**src/rtl/lut_dram_pkg.sv**
```systemverilog
package lut_dram_pkg;

   typedef enum logic [1:0] {
      MODE_LUT   = 2'b00,
      MODE_RAM   = 2'b01,
      MODE_SHIFT = 2'b10,
      MODE_LUT2  = 2'b11
   } cell_mode_e;

endpackage

```
**src/rtl/lut_dram_csel.sv**
```systemverilog
// One-hot cell enable from the upper address bits.
module lut_dram_csel #(
   parameter int CELLS = 2,
   parameter int HI_W  = 1
) (
   input  logic [HI_W-1:0]  hi_addr,
   input  logic             en,
   output logic [CELLS-1:0] sel
);
   generate
      if (CELLS == 1) begin : g_single
         logic unused_hi;
         assign unused_hi = ^hi_addr;
         assign sel       = en;
      end else begin : g_multi
         for (genvar i = 0; i < CELLS; i++) begin : g_sel
            assign sel[i] = en && (hi_addr == HI_W'(i));
         end
      end
   endgenerate
endmodule

```
**src/rtl/lut_dram_bank.sv**
```systemverilog
// One cell of storage: an addressed one-bit write, or a serial shift.
module lut_dram_bank #(
   parameter int                     CELL_AW = 5,
   parameter int                     DEPTH   = 1 << CELL_AW,
   parameter logic [DEPTH-1:0]       INIT    = '0
) (
   input  logic               clk,
   input  logic               rst_n,
   input  logic               wr_stb,
   input  logic               shift_en,
   input  logic [CELL_AW-1:0] bit_addr,
   input  logic               din,
   input  logic               shift_in,
   output logic [DEPTH-1:0]   contents
);
   logic [DEPTH-1:0] store;
   logic [DEPTH-1:0] bit_hit;

   // write address decoder
   generate
      for (genvar j = 0; j < DEPTH; j++) begin : g_dec
         assign bit_hit[j] = wr_stb && (bit_addr == CELL_AW'(j));
      end
   endgenerate

   always_ff @(posedge clk) begin
      if (!rst_n) begin
         store <= INIT;
      end else if (shift_en) begin
         store <= {store[DEPTH-2:0], shift_in};
      end else begin
         for (int j = 0; j < DEPTH; j++) begin
            if (bit_hit[j]) store[j] <= din;
         end
      end
   end

   assign contents = store;
endmodule

```
**src/rtl/lut_dram_cell.sv**
```systemverilog
module lut_dram_cell
   import lut_dram_pkg::*;
#(
   parameter int CELL_AW = 5,
   parameter int CELLS   = 2,
   parameter logic [(CELLS << CELL_AW)-1:0] INIT = 64'hA5C3_0F96_3C5A_F00D,
   localparam int SEL_W  = (CELLS > 1) ? $clog2(CELLS) : 0,
   localparam int ADDR_W = CELL_AW + SEL_W
) (
   input  logic              clk,
   input  logic              rst_n,
   input  logic [1:0]        mode,
   input  logic [ADDR_W-1:0] addr,
   input  logic              wr_en,
   input  logic              wr_data,
   output logic              rd_data,
   output logic              casc_out
);
   localparam int DEPTH = 1 << CELL_AW;
   localparam int TOTAL = CELLS * DEPTH;
   localparam int HI_W  = (SEL_W > 0) ? SEL_W : 1;

   generate
      if (CELLS < 1 || CELLS > 2) begin : g_bad_cells
         $error("lut_dram_cell: CELLS must be 1 or 2");
      end
      if (CELL_AW < 2 || CELL_AW > 5) begin : g_bad_aw
         $error("lut_dram_cell: CELL_AW must lie in 2..5");
      end
   endgenerate

   cell_mode_e       mode_q;
   logic             ram_wr;
   logic             shift_en;
   logic [HI_W-1:0]  hi_addr;
   logic [CELLS-1:0] cell_sel;
   logic [TOTAL-1:0] mem_view;

   assign mode_q   = cell_mode_e'(mode);
   assign ram_wr   = wr_en && (mode_q == MODE_RAM);
   assign shift_en = wr_en && (mode_q == MODE_SHIFT);

   generate
      if (SEL_W > 0) begin : g_hi
         assign hi_addr = addr[ADDR_W-1 -: HI_W];
      end else begin : g_nohi
         assign hi_addr = '0;
      end
   endgenerate

   lut_dram_csel #(.CELLS(CELLS), .HI_W(HI_W)) u_csel (
      .hi_addr (hi_addr),
      .en      (ram_wr),
      .sel     (cell_sel)
   );

   generate
      for (genvar i = 0; i < CELLS; i++) begin : g_bank
         logic ser_in;
         if (i == 0) begin : g_head
            assign ser_in = wr_data;
         end else begin : g_link
            assign ser_in = mem_view[i*DEPTH-1];
         end
         lut_dram_bank #(
            .CELL_AW (CELL_AW),
            .DEPTH   (DEPTH),
            .INIT    (INIT[i*DEPTH +: DEPTH])
         ) u_bank (
            .clk      (clk),
            .rst_n    (rst_n),
            .wr_stb   (cell_sel[i]),
            .shift_en (shift_en),
            .bit_addr (addr[CELL_AW-1:0]),
            .din      (wr_data),
            .shift_in (ser_in),
            .contents (mem_view[i*DEPTH +: DEPTH])
         );
      end
   endgenerate

   // truth-table read path: the address indexes the array directly
   assign rd_data  = mem_view[addr];
   assign casc_out = mem_view[TOTAL-1];
endmodule

```
**config.mk**
```make
export PLATFORM = sky130hd
export DESIGN_NAME = lut_dram_cell
export DESIGN_NICKNAME = d
export VERILOG_FILES = /design/src/rtl/lut_dram_pkg.sv /design/src/rtl/lut_dram_csel.sv /design/src/rtl/lut_dram_bank.sv /design/src/rtl/lut_dram_cell.sv
export SDC_FILE = /design/constraint.sdc
export NUM_CORES = 1
export LEC_CHECK = 0
export CELL_PAD_IN_SITES_DETAIL_PLACEMENT = 1
export CELL_PAD_IN_SITES_GLOBAL_PLACEMENT = 2
export CORE_MARGIN = 2
export CORE_UTILIZATION = 42
export CTS_BUF_LIST = sky130_fd_sc_hd__clkbuf_8 sky130_fd_sc_hd__clkbuf_16
export DETAILED_ROUTE_END_ITERATION = 8
export PLACE_DENSITY = 0.9
export SLEW_MARGIN = 20
export SYNTH_ARGS = -nofsm -noshare
export SYNTH_HDL_FRONTEND = slang
export SYNTH_SLANG_ARGS = --single-unit
```
**constraint.sdc**
```tcl
create_clock -name clk -period 5.7 [get_ports clk]
set_clock_uncertainty 0.05 [all_clocks]
set_input_delay 1.14 -clock clk [delete_from_list [all_inputs] [get_ports clk]]
set_output_delay 1.14 -clock clk [all_outputs]
set_load 0.05 [all_outputs]
```
==> results of run 1 <==
final timing paths:
kind                                                end  cells after the start  slack (ns)
min           g_bank[1].u_bank.contents[4]$_SDFFE_PN1P_                      2        0.47
min reg2reg   g_bank[1].u_bank.contents[4]$_SDFFE_PN1P_                      2        0.47
max                                             rd_data                      7        0.67
max reg2reg  g_bank[1].u_bank.contents[18]$_SDFFE_PN0P_                      2        4.73
stage by stage:
| stage | total power, mW | utilization (%) | cells | setup WS (ns) |
|---|---|---|---|---|
| after global placement | 0.648 | 45.0 | 539 | 0.753 |
| after global routing | 1.13 | 47.3 | 555 | 0.534 |
| after detailed placement | 0.654 | 45.0 | 539 | 0.713 |
| after floorplan | 0.603 | - | 441 | 1.83 |
| final | 1.09 | 47.3 | 555 | 0.665 |
| after CTS | 1.09 | 47.3 | 555 | 0.670 |
power by group through the flow:
stage               registers [mW]  logic (mW)  clock network, mW
finish                       0.493       0.153              0.442
global route                 0.495       0.165              0.466
CTS                          0.493       0.152              0.445
detailed placement           0.503       0.151                  0
global placement             0.503       0.145                  0
floorplan                    0.493       0.111                  0
cell type report:
type / count / area [µm²]
fill: 1091 / 4890
tap: 129 / 161
sequential: 64 / 1280
timing repair buffer: 22 / 205
inverter: 2 / 7.51
clock buffer: 10 / 138
multi-input combinational: 322 / 2520
clock inverter: 6 / 76.3
routing by layer:
| layer | routed length, µm | vias up |
|---|---|---|
| met3 | 464 | 18 |
| met1 | 5520 | 1791 |
| met4 | 220 | 0 |
| met5 | 0 | - |
| li1 | - | 1654 |
| met2 | 5960 | 77 |
synth_stat cells (3+ instances only):
cell type,n,area [µm²]
a22oi_1,7,52.6
mux4_2,3,67.6
mux2i_1,56,561
clkbuf_1,39,146
o211ai_1,26,195
nor2_1,39,146
and4b_1,5,50.1
nand4b_1,3,26.3
o21ai_0,4,20.0
nand4_1,5,31.3
a311oi_1,4,35.0
and4bb_2,6,75.1
nand2_1,32,120
dfxtp_1,64,1280
nor3_1,8,40.0
nand3_1,53,265
buf_1,4,15.0
buf_2,8,40.0
and4_1,5,43.8
mux4_1,13,342
a211oi_1,34,255
logic make-up (layout without fill, tap and decap cells):
group           count (synthesis)  after routing  share of synthesized area, %
simple gates                  170            170                          23.0
mux                            72             72                          24.1
buf+inv                        55             40                          5.97
compound gates                 80             80                          15.0
flops                          64             64                          31.9
critical path, cell delays in order:
cell and delay [ns]:
clkdlybuf4s50_1 0.88, buf_4 0.38, mux4_1 0.60, a22oi_1 0.19, a22oi_1 0.09, a211o_1 0.34, buf_4 0.20
==> run metrics, run 1 <==
status completed; Leak between 1.5 and 2 nW; DR vias roughly 3,500; MaxCap Viol Count 0; CP Capture Type primary output; number of global-route vias before repair 3,518; Initial Utilization 43.3%; post-synthesis sequential area ratio around a third; first-pass detailed-route iteration total 6; Critical Path Fanout Max 22; switching share of total power 27.9%; TritonCTS Buffers 9; gr busiest metal met2; Min Clock Period, post-route 5.03 ns; Gate Count Post-Synth about 440; Finished Cell Area 0.00439 mm²; Worst Setup Path Type in -> out; global-route wire length before repair about 20,000 µm; register bit total from synthesis 64; sequential fraction of design power a little under half; met3 Use GR ~4.3%; synth warn 0; Avg WL per Cell between 20 and 25 µm; Max Fclk approximately 200 MHz; GPL Wtd Cong between 0.8 and 0.9; fraction of the cycle the final worst path needs between 80 and 90%; RSZ-0062 raised after global routing false; most frequent cells in the layout 64 x dfxtp_1, 56 x mux2i_1, 53 x nand3_1; Largest register FFs 64; Setup crit start kind input pin; commonest non-fill, non-tap cell in the layout dfxtp_1; CP required ~4.5 ns; die width between 100 and 150 µm; CTS clk-pin slew, worst paths about 0.080 ns; Post-synth top flop dfxtp_1; GRT Resource Usage Total 24.6%; Hold Crit Class reg -> reg; initial antenna violation count 0; Routed WL approximately 12,000 µm; Synth cell types 39; Slew Viols, Final 0; Comb power frac approximately 14%; Ports 14; clk_lat worst skew roughly 0.36 ns; Remaining Overflow, GRT 0; Post-CTS Resized 0; initial DRC count 241; Placed Area about 0.0042 mm²; sw power 304 µW; GR Util met2 roughly 40%; Nets around 430; pin count of the biggest net entering global routing 72; Worst EP arrival approximately 3.8 ns; root buf cell clkbuf_8; clock buffer depth 2; worst rel slew slack 42.0%; Placeable Area just over 0.009 mm²; placed wire-length estimate 7350 µm; Antenna Cells 0; die height around 100 µm; pwr dens between 200 and 250 mW/mm²; hold_ws approximately 0.47 ns; Die ar. slightly above 0.01 mm²; HP Start g_bank[1].u_bank.contents[3]$_SDFFE_PN0P_; share of layout cells above drive strength 1 9.62%; Sinks on Clock Net 64; Final Setup Violations 0; Critical Path Source addr[0]; Via density about 6.4; P&R area growth vs syn 9.24%; remaining antenna violation count 0; H-tree depth reported by CTS 3; row cnt 35; P_int between 700 and 800 µW; setup TNS 0 ns; Worst-Margin Slew 0.858 ns; synthesized area roughly 0.0040 mm²; count of flip-flops with a built-in enable after synthesis 0; CTS tree done; Post-CTS Hold Fix Bufs 0; final hold violation count 0; power share of the clock group 40.7%; worst vdd ir between 0.1 and 0.15 mV; I/O Buffers 13; Setup Fix Bufs, Post-CTS 0; Avg Cell Area, Syn 9.12 µm²; RR Startpoint g_bank[1].u_bank.contents[18]$_SDFFE_PN0P_; DRC 0; Async SR Flop Fraction 0%; syn nets roughly 450; GR Layer Usage met1 around 34%
Note: power is estimated with default switching activity, not from simulation.
==> run 2: changes to the inputs <==
Settings changed: CAP_MARGIN set to 40.
==> run metrics, run 2 (synthesis gave the netlist of run 1 again) <==
share of layout cells above drive strength 1 10.5% (was 9.62%); RSZ-0062 raised after global routing false (unchanged); Crit path top cell by count buf_4; Worst Setup Path Type in -> out (unchanged); clk_lat worst skew 0.35 ns (was 0.36 ns); DR vias 3,530 (was 3,540); commonest non-fill, non-tap cell in the layout dfxtp_1 (unchanged); GRT Resource Usage Total 24.7% (was 24.6%); most frequent cells in the layout 64 x dfxtp_1, 56 x mux2i_1, 53 x nand3_1 (unchanged); root buf cell clkbuf_8 (unchanged); pwr dens 247 mW/mm² (was 248 mW/mm²); CP required 4.51 ns (about the same); MaxCap Viol Count 0 (unchanged); worst vdd ir 0.108 mV (was 0.128 mV); I/O Buffers 13 (unchanged); worst rel slew slack 45.2% (was 42.0%); H-tree depth reported by CTS 3 (unchanged); Hold Crit Class reg -> reg (unchanged); first-pass detailed-route iteration total 4 (was 6); GPL Wtd Cong 0.828 (unchanged); die width 102 µm (unchanged); CTS clk-pin slew, worst paths 0.07 ns (was 0.08 ns); CTS tree done (unchanged); Avg WL per Cell 21.7 µm (was 21.9 µm); Critical Path Fanout Max 22 (unchanged); remaining antenna violation count 0 (unchanged); Worst EP arrival 3.89 ns (was 3.84 ns); Max Fclk 197 MHz (was 199 MHz); placed wire-length estimate 7510 µm (was 7350 µm); Setup crit start kind input pin (unchanged); Antenna Cells 0 (unchanged); FILL cells 1,095 (was 1,091); Via density 6.33 (was 6.38); critical path's top delay family buffers and inverters (unchanged); Pwr Total 1.10 mW (was 1.09 mW); CP cell instances clkdlybuf4s50_1 -> buf_4 -> mux4_1 -> a22oi_1 -> a211oi_1 -> a211o_1 -> buf_4 (was clkdlybuf4s50_1 -> buf_4 -> mux4_1 -> a22oi_1 -> a22oi_1 -> a211o_1 -> buf_4); Routed WL 12,100 µm (was 12,200 µm); Worst-Margin Slew 0.810 ns (was 0.858 ns); PnR worst setup slack 0.623 ns (was 0.665 ns); final hold violation count 0 (unchanged); clock buffer depth 2 (unchanged); die height 102 µm (unchanged); largest stage delay on the critical path 0.91 ns (was 0.88 ns); Post-CTS Hold Fix Bufs 0 (unchanged); global-route wire length before repair 19,700 µm (about the same); Leak 1.74 nW (was 1.71 nW); initial DRC count 197 (was 241); Largest register FFs 64 (unchanged); initial antenna violation count 0 (unchanged); pin count of the biggest net entering global routing 72 (unchanged); Setup Fix Bufs, Post-CTS 0 (unchanged); slowest library cell on the worst path clkdlybuf4s50_1 (unchanged); Nets 437 (was 433); Final Setup Violations 0 (unchanged); Initial Utilization 43.3% (unchanged); number of global-route vias before repair 3,573 (was 3,518); status completed (unchanged); Min Clock Period, post-route 5.08 ns (was 5.03 ns); Post-CTS Resized 0 (unchanged); DRC 0 (unchanged); hold_ws 0.463 ns (was 0.466 ns); P&R area growth vs syn 10.8% (was 9.24%); Remaining Overflow, GRT 0 (unchanged); Ports 14 (unchanged); Sinks on Clock Net 64 (unchanged); Slew Viols, Final 0 (unchanged); CP Capture Type primary output (unchanged); Die ar. 0.0104 mm² (unchanged); TritonCTS Buffers 9 (unchanged); pre-CTS setup slack 0.681 ns (was 0.713 ns); Placeable Area 0.00928 mm² (unchanged); fraction of the cycle the final worst path needs 89.1% (was 88.3%); setup TNS 0 ns (unchanged); Crit path buffers/inverters 3 (unchanged); row cnt 35 (unchanged)
-- run 2: worst register-to-register path, stage by stage, from the launching register on --
cell      delay (ns)
dfxtp_1         0.39
mux2i_1         0.11
a211oi_1        0.25
-- run 2: metrics by stage --
stage	std cells	utilization, %	area, µm²
finish	558	48.0	4460
global placement	539	45.0	4180
CTS	556	47.7	4430
floorplan	441	-	4020
detailed placement	541	45.4	4210
global route	558	48.0	4460
-- run 2: layer usage --
layer	vias up	global-route usage [%]	wire [µm]
met3	11	4.86	505
met2	72	40.7	5980
met4	0	7.69	167
met5	-	0	0
met1	1788	32.9	5440
li1	1659	-	-
-- run 2: final timing paths --
kind                                                            startpoint                                          to  slack [ns]  depth (start not counted)
worst max-delay path                                               addr[0]                                     rd_data        0.62                          7
worst min-delay path            g_bank[0].u_bank.contents[25]$_SDFFE_PN0P_  g_bank[0].u_bank.contents[26]$_SDFFE_PN1P_        0.46                          2
worst max register to register  g_bank[0].u_bank.contents[18]$_SDFFE_PN0P_  g_bank[0].u_bank.contents[18]$_SDFFE_PN0P_        4.81                          2
worst min register to register  g_bank[0].u_bank.contents[25]$_SDFFE_PN0P_  g_bank[0].u_bank.contents[26]$_SDFFE_PN1P_        0.46                          2
-- run 2: final cells by class --
cell class,instances,area [µm²],area share [%]
repair buffers,26,264,5.92
flip-flops and latches,64,1280,28.7
well taps,129,161,3.62
clock inverters,4,68.8,1.54
multi-input cells,322,2520,56.6
clock buffers,11,151,3.40
inverters,2,7.51,0.168
-- run 2: power by group --
group | switching (mW) | internal (mW) | total [mW]
Clock | 0.186 | 0.266 | 0.452
Combinational | 0.0920 | 0.0641 | 0.156
Sequential | 0.0230 | 0.470 | 0.493
==> run 3: changes to the inputs <==
Settings changed: CORE_MARGIN 2 to 4.
==> run metrics, run 3 (synthesis gave the netlist of run 1 again) <==
largest stage delay on the critical path 0.97 ns (was 0.91 ns); CTS clk-pin slew, worst paths 0.07 ns (about the same); clk_lat worst skew 0.36 ns (was 0.35 ns); most frequent cells in the layout 64 x dfxtp_1, 56 x mux2i_1, 53 x nand3_1 (unchanged); global-route wire length before repair 20,000 µm (was 19,700 µm); Hold Crit Class reg -> reg (unchanged); Critical Path Source addr[1] (was addr[0]); dpl cells 541 (unchanged); pre-CTS setup slack 0.581 ns (was 0.681 ns); final hold violation count 0 (unchanged); PnR worst setup slack 0.844 ns (was 0.623 ns); Worst EP arrival 3.67 ns (was 3.89 ns); worst vdd ir 0.0997 mV (was 0.108 mV); Antenna Cells 0 (unchanged); P&R area growth vs syn 8.96% (was 10.8%); RSZ-0062 raised after global routing false (unchanged); TritonCTS Buffers 9 (unchanged); share of layout cells above drive strength 1 10.3% (was 10.5%); fin cells 557 (was 558); Remaining Overflow, GRT 0 (unchanged); DR vias 3,571 (was 3,530); Die ar. 0.0112 mm² (was 0.0104 mm²); Min Clock Period, post-route 4.86 ns (was 5.08 ns); slowest library cell on the worst path clkdlybuf4s50_1 (unchanged); MaxCap Viol Count 0 (unchanged); die width 106 µm (was 102 µm); remaining antenna violation count 0 (unchanged); GRT Resource Usage Total 22.4% (was 24.7%); pwr dens 237 mW/mm² (was 247 mW/mm²); Worst Setup Path Type in -> out (unchanged); Ports 14 (unchanged); CP cell instances clkdlybuf4s50_1 -> buf_4 -> mux4_2 -> a22oi_1 -> a211oi_1 -> a211o_1 -> buf_4 (was clkdlybuf4s50_1 -> buf_4 -> mux4_1 -> a22oi_1 -> a211oi_1 -> a211o_1 -> buf_4); Final Setup Violations 0 (unchanged); die height 106 µm (was 102 µm); commonest non-fill, non-tap cell in the layout dfxtp_1 (unchanged); Leak 1.70 nW (was 1.74 nW); Via density 6.41 (was 6.33); Largest register FFs 64 (unchanged); clock buffer depth 2 (unchanged); Routed WL 12,200 µm (was 12,100 µm); fraction of the cycle the final worst path needs 85.2% (was 89.1%); Critical Path Fanout Max 19 (was 22); reg2reg path depth 2 (unchanged); Post-CTS Resized 0 (unchanged); CTS tree done (unchanged); Crit path top cell by count buf_4 (unchanged); Worst Setup EP rd_data (unchanged); HP Start g_bank[1].u_bank.contents[21]$_SDFFE_PN0P_ (was g_bank[0].u_bank.contents[25]$_SDFFE_PN0P_); RR Startpoint g_bank[1].u_bank.contents[15]$_SDFFE_PN0P_ (was g_bank[0].u_bank.contents[18]$_SDFFE_PN0P_); Slew Viols, Final 0 (unchanged); Reg-to-Reg End g_bank[1].u_bank.contents[15]$_SDFFE_PN0P_ (was g_bank[0].u_bank.contents[18]$_SDFFE_PN0P_); Setup crit start kind input pin (unchanged); initial DRC count 317 (was 197); Post-CTS Hold Fix Bufs 0 (unchanged); Nets 436 (was 437); Initial Utilization 43.3% (unchanged); Placeable Area 0.00928 mm² (unchanged); setup TNS 0 ns (unchanged); initial antenna violation count 0 (unchanged); DRC 0 (unchanged); Sinks on Clock Net 64 (unchanged); row cnt 35 (unchanged); Finished Cell Area 0.00438 mm² (was 0.00446 mm²); first-pass detailed-route iteration total 4 (unchanged); Max Fclk 206 MHz (was 197 MHz); FILL cells 1,090 (was 1,095); hold_ws 0.464 ns (was 0.463 ns); Avg WL per Cell 21.9 µm (was 21.7 µm); status completed (unchanged); GPL Wtd Cong 0.828 (about the same); pin count of the biggest net entering global routing 72 (unchanged); Worst-Margin Slew 0.851 ns (was 0.810 ns); H-tree depth reported by CTS 3 (unchanged); Setup Fix Bufs, Post-CTS 0 (unchanged); root buf cell clkbuf_8 (unchanged); number of global-route vias before repair 3,570 (was 3,573); flop-to-flop setup slack 4.76 ns (was 4.81 ns); placed wire-length estimate 7600 µm (was 7510 µm); worst rel slew slack 42.5% (was 45.2%); Placed Area 0.00418 mm² (was 0.00421 mm²); I/O Buffers 13 (unchanged); CP Capture Type primary output (unchanged); CP required 4.51 ns (about the same)
## run 3: cell types whose count changed in the layout (fill, tap and decap cells not counted), sizes merged
cell	change
buf	-1
bufinv	-1
clkbuf	-1
clkinvlp	+1
inv	+1
## run 3: through the flow
step | utilization (%) | power, mW
after floorplan | - | 0.603
after global placement | 45.0 | 0.648
after detailed placement | 45.0 | 0.653
after CTS | 47.0 | 1.04
after global routing | 47.2 | 1.07
final | 47.2 | 1.04
## run 3: routing by layer
| layer | wire (µm) | share of wire, % | vias to the layer above | track usage (%) |
|---|---|---|---|---|
| met3 | 566 | 4.6 | 12 | 4.96 |
| li1 | - | - | 1662 | - |
| met5 | 0 | 0 | - | 0 |
| met2 | 6000 | 49 | 76 | 35.3 |
| met1 | 5530 | 45 | 1821 | 30.6 |
| met4 | 124 | 1.0 | 0 | 6.66 |
## run 3: power by group
part	leakage (nW)	total (mW)	switching [mW]	internal, mW
combinational	1.08	0.154	0.0924	0.0620
sequential	0.525	0.493	0.0223	0.470
clock	0.101	0.392	0.184	0.208
total	1.70	1.04	0.299	0.740
## run 3: worst min path at each step
stage,slack [ns],cells past startpoint,end
after floorplan,0.41,2,g_bank[0].u_bank.contents[0]$_SDFFE_PN1P_
after global placement,0.44,2,g_bank[0].u_bank.contents[0]$_SDFFE_PN1P_
after detailed placement,0.45,2,g_bank[1].u_bank.contents[21]$_SDFFE_PN0P_
after CTS,0.47,2,g_bank[0].u_bank.contents[26]$_SDFFE_PN1P_
after global routing,0.49,2,g_bank[1].u_bank.contents[25]$_SDFFE_PN0P_
final,0.46,2,g_bank[1].u_bank.contents[21]$_SDFFE_PN0P_
## run 3: worst max-delay path, delay by kind of cell
family                 cells  cell delay, ns
multiplexers               1            0.33
buffers and inverters      3            1.52
AO/OA/AOI/OAI              3            0.65
## run 3: layout make-up
| class | instances | area (µm²) | area share (%) |
|---|---|---|---|
| flip-flops and latches | 64 | 1280 | 29.2 |
| inverters | 2 | 7.51 | 0.171 |
| clock buffers | 10 | 138 | 3.14 |
| clock inverters | 5 | 50.0 | 1.14 |
| well taps | 129 | 161 | 3.68 |
| repair buffers | 25 | 220 | 5.03 |
| multi-input cells | 322 | 2520 | 57.6 |
